<file path="src/rtl/txc_pkg.sv">
`timescale 1ns/1ps
package txc_pkg;
  // Register kind, selected by the top address bit
  typedef enum logic {
    REG_PEND = 1'b0,
    REG_CANC = 1'b1
  } txc_kind_e;

  // Flags kept per mailbox
  typedef struct packed {
    logic pend;
    logic canc;
    logic busy;
  } txc_mb_state_t;
endpackage

</file>
<file path="src/rtl/txc_regif.sv">
`timescale 1ns/1ps
module txc_regif
  import txc_pkg::*;
#(
  parameter int NUM_MB = 32,
  parameter int REG_W  = 16,
  localparam int NUM_REG = NUM_MB / REG_W,
  localparam int IDX_W   = (NUM_REG > 1) ? $clog2(NUM_REG) : 1,
  localparam int ADDR_W  = IDX_W + 1
) (
  input  logic              cpu_wr,
  input  logic [ADDR_W-1:0] cpu_addr,
  input  logic [REG_W-1:0]  cpu_wdata,
  input  logic [NUM_MB-1:0] pend_vec,
  input  logic [NUM_MB-1:0] canc_vec,
  output logic [NUM_MB-1:0] wr_pend_vec,
  output logic [NUM_MB-1:0] wr_canc_vec,
  output logic [REG_W-1:0]  cpu_rdata
);
  txc_kind_e        kind;
  logic [IDX_W-1:0] idx;

  assign kind = txc_kind_e'(cpu_addr[ADDR_W-1]);
  assign idx  = cpu_addr[IDX_W-1:0];

  // Per-mailbox write strobes: bit m%REG_W of register m/REG_W
  for (genvar m = 0; m < NUM_MB; m++) begin : g_mb
    localparam int RI = m / REG_W;
    localparam int BI = m % REG_W;
    logic hit;
    assign hit = cpu_wr && (idx == IDX_W'(RI)) && cpu_wdata[BI];
    assign wr_pend_vec[m] = hit && (kind == REG_PEND);
    assign wr_canc_vec[m] = hit && (kind == REG_CANC);
  end

  // Readback
  always_comb begin
    logic [NUM_MB-1:0] src;
    src       = (kind == REG_CANC) ? canc_vec : pend_vec;
    cpu_rdata = '0;
    for (int r = 0; r < NUM_REG; r++) begin
      if (idx == IDX_W'(r)) cpu_rdata = src[r*REG_W +: REG_W];
    end
  end
endmodule

</file>
<file path="src/rtl/txc_mb_slice.sv">
`timescale 1ns/1ps
module txc_mb_slice
  import txc_pkg::*;
#(
  parameter bit CAN_CANCEL = 1'b1
) (
  input  logic clk,
  input  logic rst,
  input  logic tx_cfg,
  input  logic wr_pend,
  input  logic wr_canc,
  input  logic tx_start,
  input  logic done_ok,
  input  logic done_fail,
  output logic pend_o,
  output logic canc_o,
  output logic busy_o,
  output logic aback_o,
  output logic txack_o
);
  txc_mb_state_t st_q, st_d;
  logic ab_d, tx_d;
  logic cancel_hit, start_hit, ok_hit, fail_hit;

  if (CAN_CANCEL) begin : g_canc
    assign cancel_hit = wr_canc & tx_cfg & st_q.pend;
  end else begin : g_nocanc
    assign cancel_hit = wr_canc & 1'b0;
  end

  assign ok_hit    = done_ok & st_q.busy;
  assign fail_hit  = done_fail & st_q.busy & ~done_ok;
  assign start_hit = tx_start & st_q.pend & ~st_q.busy;

  always_comb begin
    st_d = st_q;
    ab_d = 1'b0;
    tx_d = 1'b0;
    if (ok_hit) begin
      // Success wins over any cancel
      st_d = '0;
      tx_d = 1'b1;
    end else if (fail_hit) begin
      st_d.busy = 1'b0;
      if (st_q.canc | cancel_hit) begin
        st_d.pend = 1'b0;
        st_d.canc = 1'b0;
        ab_d      = 1'b1;
      end
    end else begin
      if (start_hit) st_d.busy = 1'b1;
      if (cancel_hit) begin
        if (st_q.busy | start_hit) begin
          st_d.canc = 1'b1;
        end else begin
          st_d.pend = 1'b0;
          ab_d      = 1'b1;
        end
      end else if (wr_pend & tx_cfg) begin
        st_d.pend = 1'b1;
      end
    end
  end

  always_ff @(posedge clk) begin
    if (rst) begin
      st_q    <= '0;
      aback_o <= 1'b0;
      txack_o <= 1'b0;
    end else begin
      st_q    <= st_d;
      aback_o <= ab_d;
      txack_o <= tx_d;
    end
  end

  assign pend_o = st_q.pend;
  assign canc_o = st_q.canc;
  assign busy_o = st_q.busy;
endmodule

</file>
<file path="src/rtl/can_txcancel_ctrl.sv">
`timescale 1ns/1ps
module can_txcancel_ctrl
  import txc_pkg::*;
#(
  parameter int NUM_MB = 32,
  parameter int REG_W  = 16,
  localparam int NUM_REG = NUM_MB / REG_W,
  localparam int IDX_W   = (NUM_REG > 1) ? $clog2(NUM_REG) : 1,
  localparam int ADDR_W  = IDX_W + 1
) (
  input  logic              clk,
  input  logic              rst,
  input  logic              cpu_wr,
  input  logic [ADDR_W-1:0] cpu_addr,
  input  logic [REG_W-1:0]  cpu_wdata,
  output logic [REG_W-1:0]  cpu_rdata,
  input  logic [NUM_MB-1:0] tx_cfg,
  input  logic [NUM_MB-1:0] pe_start,
  input  logic [NUM_MB-1:0] pe_done_ok,
  input  logic [NUM_MB-1:0] pe_done_fail,
  output logic [NUM_MB-1:0] aback_set,
  output logic [NUM_MB-1:0] txack_set
);
  logic [NUM_MB-1:0] pend_q, canc_q, busy_q;
  logic [NUM_MB-1:0] wr_pend_vec, wr_canc_vec;

  txc_regif #(
    .NUM_MB(NUM_MB),
    .REG_W (REG_W)
  ) u_regif (
    .cpu_wr     (cpu_wr),
    .cpu_addr   (cpu_addr),
    .cpu_wdata  (cpu_wdata),
    .pend_vec   (pend_q),
    .canc_vec   (canc_q),
    .wr_pend_vec(wr_pend_vec),
    .wr_canc_vec(wr_canc_vec),
    .cpu_rdata  (cpu_rdata)
  );

  // Mailbox 0 is built without a cancel path
  for (genvar m = 0; m < NUM_MB; m++) begin : g_slice
    txc_mb_slice #(
      .CAN_CANCEL(m != 0)
    ) u_mb (
      .clk      (clk),
      .rst      (rst),
      .tx_cfg   (tx_cfg[m]),
      .wr_pend  (wr_pend_vec[m]),
      .wr_canc  (wr_canc_vec[m]),
      .tx_start (pe_start[m]),
      .done_ok  (pe_done_ok[m]),
      .done_fail(pe_done_fail[m]),
      .pend_o   (pend_q[m]),
      .canc_o   (canc_q[m]),
      .busy_o   (busy_q[m]),
      .aback_o  (aback_set[m]),
      .txack_o  (txack_set[m])
    );
  end
endmodule

</file>
<file path="config.mk">
export PLATFORM = sky130hd
export DESIGN_NAME = can_txcancel_ctrl
export DESIGN_NICKNAME = d
export VERILOG_FILES = /design/src/rtl/txc_pkg.sv /design/src/rtl/txc_regif.sv /design/src/rtl/txc_mb_slice.sv /design/src/rtl/can_txcancel_ctrl.sv
export SDC_FILE = /design/constraint.sdc
export NUM_CORES = 1
export LEC_CHECK = 0
export CORE_MARGIN = 2
export CORE_UTILIZATION = 43
export CTS_BUF_LIST = sky130_fd_sc_hd__clkbuf_16
export DETAILED_ROUTE_END_ITERATION = 7
export HOLD_SLACK_MARGIN = 0.1
export PLACE_DENSITY = 0.77
export SYNTH_ARGS = -nofsm -noshare
export SYNTH_HDL_FRONTEND = slang
export SYNTH_SLANG_ARGS = --single-unit
</file>
<file path="constraint.sdc">
create_clock -name clk -period 1.5 [get_ports clk]
set_clock_uncertainty 0.05 [all_clocks]
set_input_delay 0.3 -clock clk [delete_from_list [all_inputs] [get_ports clk]]
set_output_delay 0.3 -clock clk [all_outputs]
set_load 0.05 [all_outputs]
</file>
==> impl_metrics.csv <==
group,metric,value,unit
detailed_routing,drt-total-wl,22940,um
worst_hold_path,hold_path.class,"primary input to flop",
synth,syn_area,7656,sq um
critical_path,r2r_end,"g_slice[24].u_mb.pend_o",
die,dieArea,18890,sq um
sta,setup_viol,16,
worst_hold_path,min_to,"g_slice[28].u_mb.txack_o",
synth,synth_async_sr_flop_share,0,
final_layout,layout_common_cells,"clkdlybuf4s50_1 (144), nand2_1 (121), buf_4 (110)",
power,ir_drop,0.0007608,V
synth,synth_seq_cells,158,
synth,netlist_instances,866,
critical_path,crit_fanout,2,
synth,yosysWarnings,0,
clocking,clkLatencyLatePin,0.41,ns
flow_run,maxCapViolCount,0,
final_layout,areaGrowthSynthToFinish,56.45,%
synth,seq_area_frac_synth,0.4131,
critical_path,cp-end-kind,"output port",
detailed_routing,drtPass1Iterations,5,
sta,drv_slew,0,
global_route,grt_pass1_wl,35580,um
critical_path,r2r_cells,4,
detailed_routing,wl_per_cell,16.58,um
power,p_per_area,812.3,nW/um^2
clocking,cts.clk_slew.worst_paths,0.07,ns
synth,synth.avg_cell_area,8.841,sq um
synth,ys_top_cells_by_area,"dfxtp_1 (41%), buf_4 (6.7%), nand2_1 (5.9%)",
critical_path,required,1.15,ns
sta,min_period,1.785,ns
synth,yosysUniqueCellTypes,60,
critical_path,cp.arrival,1.44,ns
sta,max_freq,560.2,MHz
final_layout,final_util,0.6901,
synth,syn_nets,1015,
placement,place_hpwl,16610,um
worst_hold_path,hold_depth,3,
die,ios,229,
die,std_cell_rows,48,
outcome,status,"finished with violations",
final_layout,fillers,1314,
final_layout,stdcell_count,1383,
power,power.leakage,4.886,nW
detailed_routing,drc,0,
placement,place_inst,1303,
clocking,clock-sinks,158,
sta,fin_crit_sh,1.190,
final_layout,multi_input_area,3825,sq um
global_route,globalRouteOverflowTotal,0,
synth,synth_edf_count,0,
placement,io_buffers,227,
sta,rsz0062_at_grt,"true",
sta,worst_slack,-0.2852,ns
outcome,violations,"negative setup slack",
critical_path,crit_type,"flop to output port",
clocking,cts-root-buf,"clkbuf_16",
critical_path,r2r_slack,0.18,ns
die,initial_utilization,0.4411,
global_route,grt_max_degree,32,
sta,hold_viol,0,
global_route,antenna_found_initial,1,
synth,yosysTopAreaCellShare,0.4131,
critical_path,worstReg2RegStart,"g_slice[24].u_mb.busy_o",
global_route,first_global_vias,7378,
clocking,clockBufferDepth,2,
die,die_w,137.4,um
clocking,hold_buffers,0,
placement,gp_congestion,0.8969,
final_layout,drive_above_1_share,0.2846,
detailed_routing,ant_nets,0,
placement,placedInstanceArea,10810,sq um
die,die_y,137.4,um
final_layout,layout_commonest_cell,"clkdlybuf4s50_1",
worst_hold_path,min-delay-start,"rst",
clocking,cts_buffers,17,
final_layout,seqCellArea,3234,sq um
clocking,cts_tree,"built",
final_layout,fin_area,11980,sq um
detailed_routing,drt-initial-drc-count,439,
detailed_routing,route.vias.total,7521,
final_layout,final_nets,1293,
detailed_routing,viasPerCell,5.438,
die,coreArea,17360,sq um
synth,ys.flop_type,"dfxtp_1",
critical_path,critPathLaunchType,"flop",
clocking,htreeDepth,4,
synth,synth_area_leader_cell,"dfxtp_1",
global_route,grt_use_total,0.2420,
-- cell families after synthesis --
| logic type | count (synthesis) | synth area share |
|---|---|---|
| flip-flops | 158 | 0.4131 |
| AND/OR/NAND/NOR | 403 | 0.2688 |
| buffers and inverters | 93 | 0.08939 |
| multiplexers | 27 | 0.06112 |
| AO/OA/AOI/OAI | 184 | 0.1670 |
| other | 1 | 0.0004898 |
-- layout make-up --
cell class,instances,area share
flip-flops and latches,158,0.2700
well taps,225,0.02350
diodes,2,0.0004178
clock inverters,14,0.01389
inverters,3,0.0009401
multi-input cells,615,0.3193
repair buffers,349,0.3364
clock buffers,17,0.03552
-- worst max-delay path by stage --
stage	slack [ns]	cells past startpoint	start	to
finish	-0.29	2	g_slice[21].u_mb.canc_o	cpu_rdata[5]
global placement	-0.40	6	cpu_wr	g_slice[3].u_mb.pend_o
global route	-0.31	2	g_slice[27].u_mb.canc_o	cpu_rdata[11]
detailed placement	-0.48	6	cpu_wr	g_slice[11].u_mb.aback_o
floorplan	-0.06	3	cpu_addr[1]	cpu_rdata[6]
CTS	-0.30	2	g_slice[11].u_mb.canc_o	cpu_rdata[11]
-- stage by stage --
step	hold slack (ns)	setup slack (ns)	total power, mW	TNS, ns
2_1_floorplan	0.3439	-0.05887	4.696	-0.2206
4_1_cts	0.2757	-0.2989	9.771	-4.242
6_report	0.2828	-0.2852	9.729	-4.075
3_5_place_dp	0.4159	-0.4763	5.400	-30.69
5_1_grt	0.2939	-0.3069	10.02	-4.529
3_3_place_gp	0.4107	-0.4046	5.386	-26.73
-- cells in the mapped netlist, drive strengths merged, types with 3 or more instances --
cell	count
mux4	15
nand2b	21
a211oi	7
and3b	11
o21a	12
nor2	108
nor3b	8
a221oi	3
a221o	3
nor2b	28
nand3b	13
o21ba	3
o21ai	26
buf	82
nor3	16
clkbuf	8
a31oi	12
mux2i	7
nand2	121
o22ai	9
nand4	12
a21o	4
and4	11
nand3	8
o211a	3
and3	34
o22a	5
a21oi	56
a32oi	7
dfxtp	158
and2	6
a41oi	22
mux2	5
inv	3
-- per-layer routing --
metal	track usage	part of all wire	wire [um]
met4	0.1025	0.029	668
met2	0.4127	0.48	11120
met1	0.2882	0.40	9115
met3	0.06255	0.088	2029
met5	0	0	0
-- timing repair --
item / 4_1_cts / 5_1_grt
endpoints found under the setup margin: 23 / 17
pin swaps: 3 / 0
setup buffers: 42 / 5
resized for setup: 83 / 7
-- power by group --
part / total [mW] / internal (mW) / switching (mW)
clock: 4.37 / 2.61 / 1.76
sequential: 4.25 / 4.23 / 0.0275
combinational: 1.10 / 0.635 / 0.469
-- state kept, by name, summed over array words and instances (netlist names) --
register	cells
g_slice.u_mb.aback_o	31
g_slice.u_mb.busy_o	32
g_slice.u_mb.canc_o	31
g_slice.u_mb.pend_o	32
g_slice.u_mb.txack_o	32
-- worst max-delay path, cell delays in order, from the launching register on --
cell     delay [ns]
dfxtp_2        0.32
mux4_2         0.52
buf_8          0.18
No activity file was read; power rests on OpenSTA's default activity.
